`config.mk`:
```
export PLATFORM = sky130hd
export DESIGN_NAME = burst_credit_tracker
export DESIGN_NICKNAME = d
export VERILOG_FILES = /design/src/rtl/credit_pkg.sv /design/src/rtl/credit_counter.sv /design/src/rtl/history_reg.sv /design/src/rtl/grant_limiter.sv /design/src/rtl/burst_credit_tracker.sv
export SDC_FILE = /design/constraint.sdc
export NUM_CORES = 1
export LEC_CHECK = 0
export CAP_MARGIN = 10
export CORE_ASPECT_RATIO = 0.75
export CORE_MARGIN = 4
export CORE_UTILIZATION = 50
export CTS_BUF_LIST = sky130_fd_sc_hd__clkbuf_16
export DETAILED_ROUTE_END_ITERATION = 10
export DONT_BUFFER_PORTS = 1
export MAX_ROUTING_LAYER = met4
export PLACE_DENSITY = 0.77
export SYNTH_ARGS = -nofsm -noshare
export SYNTH_HDL_FRONTEND = slang
export SYNTH_SLANG_ARGS = --single-unit
```
`constraint.sdc`:
```
create_clock -name clk -period 5.17 [get_ports clk]
set_clock_uncertainty 0.2 [all_clocks]
set_input_delay 0 -clock clk [delete_from_list [all_inputs] [get_ports clk]]
set_output_delay 0 -clock clk [all_outputs]
set_load 0.05 [all_outputs]
```
`src/rtl/credit_pkg.sv`:
```
package credit_pkg;

  localparam int unsigned CREDIT_W = 16;

  typedef struct packed {
    logic clear;
    logic grant;
    logic done;
  } credit_evt_t;

endpackage

```
`src/rtl/credit_counter.sv`:
```
module credit_counter #(
  parameter int unsigned W = 16
) (
  input  logic         clk,
  input  logic         rst_n,
  input  logic         clr,
  input  logic         inc,
  output logic [W-1:0] count
);

  logic [W-1:0] count_q;
  logic [W-1:0] count_d;
  logic         count_en;

  always_comb begin
    count_en = clr | inc;
    if (clr) begin
      count_d = '0;
    end else begin
      count_d = count_q + W'(1);
    end
  end

  always_ff @(posedge clk or negedge rst_n) begin
    if (!rst_n) begin
      count_q <= '0;
    end else if (count_en) begin
      count_q <= count_d;
    end
  end

  assign count = count_q;

endmodule

```
`src/rtl/history_reg.sv`:
```
module history_reg #(
  parameter int unsigned W = 16
) (
  input  logic         clk,
  input  logic         rst_n,
  input  logic         clr,
  input  logic         load,
  input  logic [W-1:0] din,
  output logic [W-1:0] dout
);

  logic [W-1:0] hist_q;
  logic [W-1:0] hist_d;
  logic         hist_en;

  always_comb begin
    hist_en = clr | load;
    hist_d  = clr ? '0 : din;
  end

  always_ff @(posedge clk or negedge rst_n) begin
    if (!rst_n) begin
      hist_q <= '0;
    end else if (hist_en) begin
      hist_q <= hist_d;
    end
  end

  assign dout = hist_q;

endmodule

```
`src/rtl/grant_limiter.sv`:
```
module grant_limiter #(
  parameter int unsigned W = 16
) (
  input  logic         grant,
  input  logic [W-1:0] ready_now,
  input  logic [W-1:0] hist_now,
  output logic         grant_ok
);

  logic [W-1:0] ready_plus1;
  logic         at_cap;

  always_comb begin
    ready_plus1 = ready_now + W'(1);
    at_cap      = (ready_plus1 == hist_now);
    grant_ok    = grant & ~at_cap;
  end

endmodule

```
`src/rtl/burst_credit_tracker.sv`:
```
module burst_credit_tracker
  import credit_pkg::*;
#(
  parameter int unsigned W = CREDIT_W
) (
  input  logic         clk,
  input  logic         rst_n,
  input  logic         conn_clr,
  input  logic         ready_pulse,
  input  logic         burst_done,
  output logic         permit,
  output logic [W-1:0] ready_count,
  output logic [W-1:0] burst_count,
  output logic [W-1:0] last_burst
);

  credit_evt_t  evt;
  logic         grant_ok;
  logic         ready_inc;
  logic         burst_inc;
  logic [W-1:0] ready_q;
  logic [W-1:0] burst_q;
  logic [W-1:0] hist_q;

  always_comb begin
    evt.clear = conn_clr;
    evt.grant = ready_pulse;
    evt.done  = burst_done;
  end

  grant_limiter #(.W(W)) u_limit (
    .grant     (evt.grant),
    .ready_now (ready_q),
    .hist_now  (hist_q),
    .grant_ok  (grant_ok)
  );

  always_comb begin
    ready_inc = grant_ok & ~evt.clear;
    burst_inc = evt.done & ~evt.clear;
  end

  credit_counter #(.W(W)) u_ready_ctr (
    .clk   (clk),
    .rst_n (rst_n),
    .clr   (evt.clear),
    .inc   (ready_inc),
    .count (ready_q)
  );

  credit_counter #(.W(W)) u_burst_ctr (
    .clk   (clk),
    .rst_n (rst_n),
    .clr   (evt.clear),
    .inc   (burst_inc),
    .count (burst_q)
  );

  history_reg #(.W(W)) u_hist (
    .clk   (clk),
    .rst_n (rst_n),
    .clr   (evt.clear),
    .load  (burst_inc),
    .din   (burst_q),
    .dout  (hist_q)
  );

  assign permit      = (ready_q != burst_q);
  assign ready_count = ready_q;
  assign burst_count = burst_q;
  assign last_burst  = hist_q;

endmodule

```
==> metrics.md <==
| Metric | Value |
|---|---|
| Die area | `7420 µm²` |
| DR DRC count | `0` |
| Power Dens Cells | `285 nW/µm²` |
| Fin crit period | `3.75 ns` |
| Cells after Synth | `332` |
| Io pins | `54` |
| Int Pwr | `0.693 mW` |
| Crit end category | `flop` |
| Setup ws final | `1.42 ns` |
| Yosys warns | `0` |
| DR WL/cell | `18.3 µm` |
| Worst slew pin tran | `1.17 ns` |
| CTS tree | `yes` |
| Final setup fails | `0` |
| Simple-Gate Fraction of Synth Area | `24.4%` |
| Seq pwr share | `44.7%` |
| N_diodes | `0` |
| Initial antenna violation count | `0` |
| Main synth FF type | `dfrtp_1` |
| Max Buffers Root-to-Sink | `2` |
| Switching Fraction | `26.5%` |
| PortBufs | `0` |
| Area grow syn2layout | `8.62%` |
| Yosys reg bits | `48` |
| Post-Route WL | `7330 µm` |
| Mux contribution to synthesized area | `8.37%` |
| Root Driver | `clkbuf_16` |
| Via count | `2397` |
| Slowest stage delay, CP | `0.85 ns` |
| Post-Syn Nets | `339` |
| Worst-Skew Late Latency | `0.29 ns` |
| Clock slew at reported path FFs | `0.07 ns` |
| Initial core utilization | `52.1%` |
| Post-synthesis compound-gate area fraction | `10.3%` |
| Post-synthesis adder-cell area fraction | `0.821%` |
| Worst Path Required | `5.15 ns` |
| Total power | `0.942 mW` |
| Row count | `24` |
| DR vias/cell | `5.98` |
| MaxCap Viol Count | `0` |
| Area of the multi-input gates | `1690 µm²` |
| Fin crit share | `72.5%` |
| Share of layout cells above drive strength 1 | `6.50%` |
| Worst setup SP type | `flop` |
| Pre-CTS WS | `1.46 ns` |
| Logic pwr share | `11.2%` |
| Cell Area, Synth | `3050 µm²` |
| Min Hold Slack | `0.00565 ns` |
| DR WL met2 | `3210 µm` |
| Drt pass-1 iters | `4` |
| Synth unique cells | `48` |
| Clk sink count | `48` |
| GPL Wtd Cong | `0.880` |
| Crit-path slowest cell | `dfrtp_1` |
| First-pass GRT wire length | `12000 µm` |
| Core box area | `5860 µm²` |
| Total CTS buffers | `5` |
| Top cell type's share of synthesized area | `39.4%` |
| Hold WC Path Type | `in2async` |
| Area contributors post-synth | `dfrtp_1 (39%), xor2_1 (8.9%), nor2_1 (6.0%)` |
| Highest clock rate | `0.267 GHz` |
| Post-synth ARST share | `100%` |
| Status | `complete, no violations` |
| Die Height | `75.6 µm` |
| Worst vdd ir | `0.172 mV` |
| CP Cell Sequence | `ha_1 > nand4_4 > or3_1 > nor3_4 > o221ai_2 > o41ai_4 > buf_4 > nor3_1 > mux2_4` |
| Tot GR Track Use | `21.3%` |
| Largest family of logic cells by synthesized area | `simple AND/OR/NAND/NOR gates` |
| CP Class | `reg2reg` |
| H-tree depth | `2` |
| Critical Path AT | `3.72 ns` |
| Hold Vio Cnt, Final | `0` |
| Lkg Pwr | `1.53 nW` |
| Vias in the first global route | `2302` |
| Net switching power | `0.250 mW` |
| Register Area | `1200 µm²` |
| Critical path's top delay family | `simple AND/OR/NAND/NOR gates` |
| Metal1 wirelength | `3360 µm` |
| Slew Viols, Final | `0` |
| Largest net degree at the start of global routing | `60` |
| CP Max Fanout | `25` |
| Leading area contributor after synthesis | `dfrtp_1` |
| Nets@finish | `330` |
| Total grt overflow | `0` |
| Worst slew margin | `21.4%` |
| CP Buf/Inv Count | `1` |
| Die span in x | `98.2 µm` |
| ANT nets after route | `0` |
| Final HPWL from detailed placement | `5190 µm` |
| RSZ-0062 raised after global routing | `false` |
| Xor/xnor share of the synthesized area | `11.5%` |
| Fillers | `535` |
| Post-layout util | `56.6%` |
| Seq/Total Area, Yosys | `39.4%` |
| Iteration-0 DRC Markers | `152` |
| Met3 wire len | `579 µm` |
| Post-synth top cells | `nor2_1 (49), dfrtp_1 (48), xor2_1 (31), nand2_1 (19), mux2i_1 (18)` |
| Post-CTS Resized | `0` |
| Clk pwr share | `44.0%` |
| Highest routing layer actually used | `met4` |
| Syn avg cell area | `9.18 µm²` |
| Total Neg Setup Slack | `0 ns` |
| Count leader, synth | `nor2_1` |
| EDFF count, synth | `0` |
-- worst register-to-register path, cell delays in order (launching register included) --
cell      delay, ns
dfrtp_1        0.85
ha_1           0.38
nand4_4        0.15
or3_1          0.58
nor3_4         0.25
o221ai_2       0.16
o41ai_4        0.36
buf_4          0.30
nor3_1         0.10
mux2_4         0.31
-- registers in the layout (all words and copies together), names as in the netlist --
signal / cells
u_hist.dout: 16
u_ready_ctr.count: 16
u_burst_ctr.count: 16
-- what timing repair did --
item                                   4_1_cts  5_1_grt
buffers inserted                             0        0
hold buffers                                 8        0
endpoints found under the hold margin       96        0
-- power groups by stage --
| stage | logic (mW) | clock network [mW] | registers [mW] |
|---|---|---|---|
| CTS | 0.107 | 0.424 | 0.421 |
| global route | 0.117 | 0.432 | 0.423 |
| floorplan | 0.0886 | 0 | 0.419 |
| detailed placement | 0.0819 | 0 | 0.429 |
| global placement | 0.0800 | 0 | 0.428 |
| finish | 0.106 | 0.415 | 0.422 |
-- cell type report --
cell class              count  share of cell area, %
multi-input cells         252                   50.9
flip-flops and latches     48                   36.3
clock buffers               5                   3.78
repair buffers              9                   3.48
well taps                  78                   2.95
clock inverters             2                   1.81
inverters                   7                  0.793
-- cell families (layout without fill, tap and decap cells) --
logic type / after synthesis / after routing
xor gates and xnor gates: 40 / 40
buffers and inverters: 32 / 23
AOI/OAI and AO/OA: 46 / 46
DFF: 48 / 48
and+or+nand+nor: 141 / 141
muxes: 23 / 23
adders and majority gates: 2 / 2
-- per-layer routing --
| metal | up-vias | track usage, % |
|---|---|---|
| li1 | 1143 | - |
| met1 | 1145 | 28.5 |
| met2 | 90 | 30.9 |
| met3 | 19 | 6.40 |
| met4 | 0 | 7.27 |
| met5 | - | - |
-- layout by cell type, fill, tap and decap left out, types with 2 or more instances in the layout --
cell type       n
a21oi_1        13
and3_1          5
bufinv_16       2
clkbuf_16       5
dfrtp_1        48
dlygate4sd3_1   6
ha_1            2
inv_1           7
mux2_4          5
mux2i_1        18
nand2_1        19
nand3_1         6
nand4_1         9
nor2_1         49
nor2b_1        13
nor3_1          7
nor3b_1         2
nor4_1          8
o2111ai_1       2
o21ai_0        14
o21ai_1         2
o31ai_1         2
or3_1           8
or4_1           8
xnor2_1         9
xor2_1         31
-- worst paths after layout --
| path | to | cells after the start | startpoint | slack (ns) |
|---|---|---|---|---|
| setup / recovery | u_ready_ctr.count[6] | 9 | u_ready_ctr.count[0] | 1.42 |
| hold / removal | u_ready_ctr.count[8] | 2 | rst_n | 0.006 |
| setup reg to reg | u_ready_ctr.count[6] | 9 | u_ready_ctr.count[0] | 1.42 |
| hold reg to reg | u_hist.dout[4] | 2 | u_hist.dout[4] | 0.69 |
| max in group asynchronous | u_hist.dout[5] | 2 | rst_n | 4.54 |
| min in group clk | u_burst_ctr.count[3] | 3 | conn_clr | 0.05 |
-- metrics by stage --
step                      cells  area (µm²)
after global placement      386        3020
final                       401        3310
after floorplan             332        3050
after detailed placement    386        3020
after CTS                   401        3310
after global routing        401        3310
No activity file was read; power rests on OpenSTA's default activity.
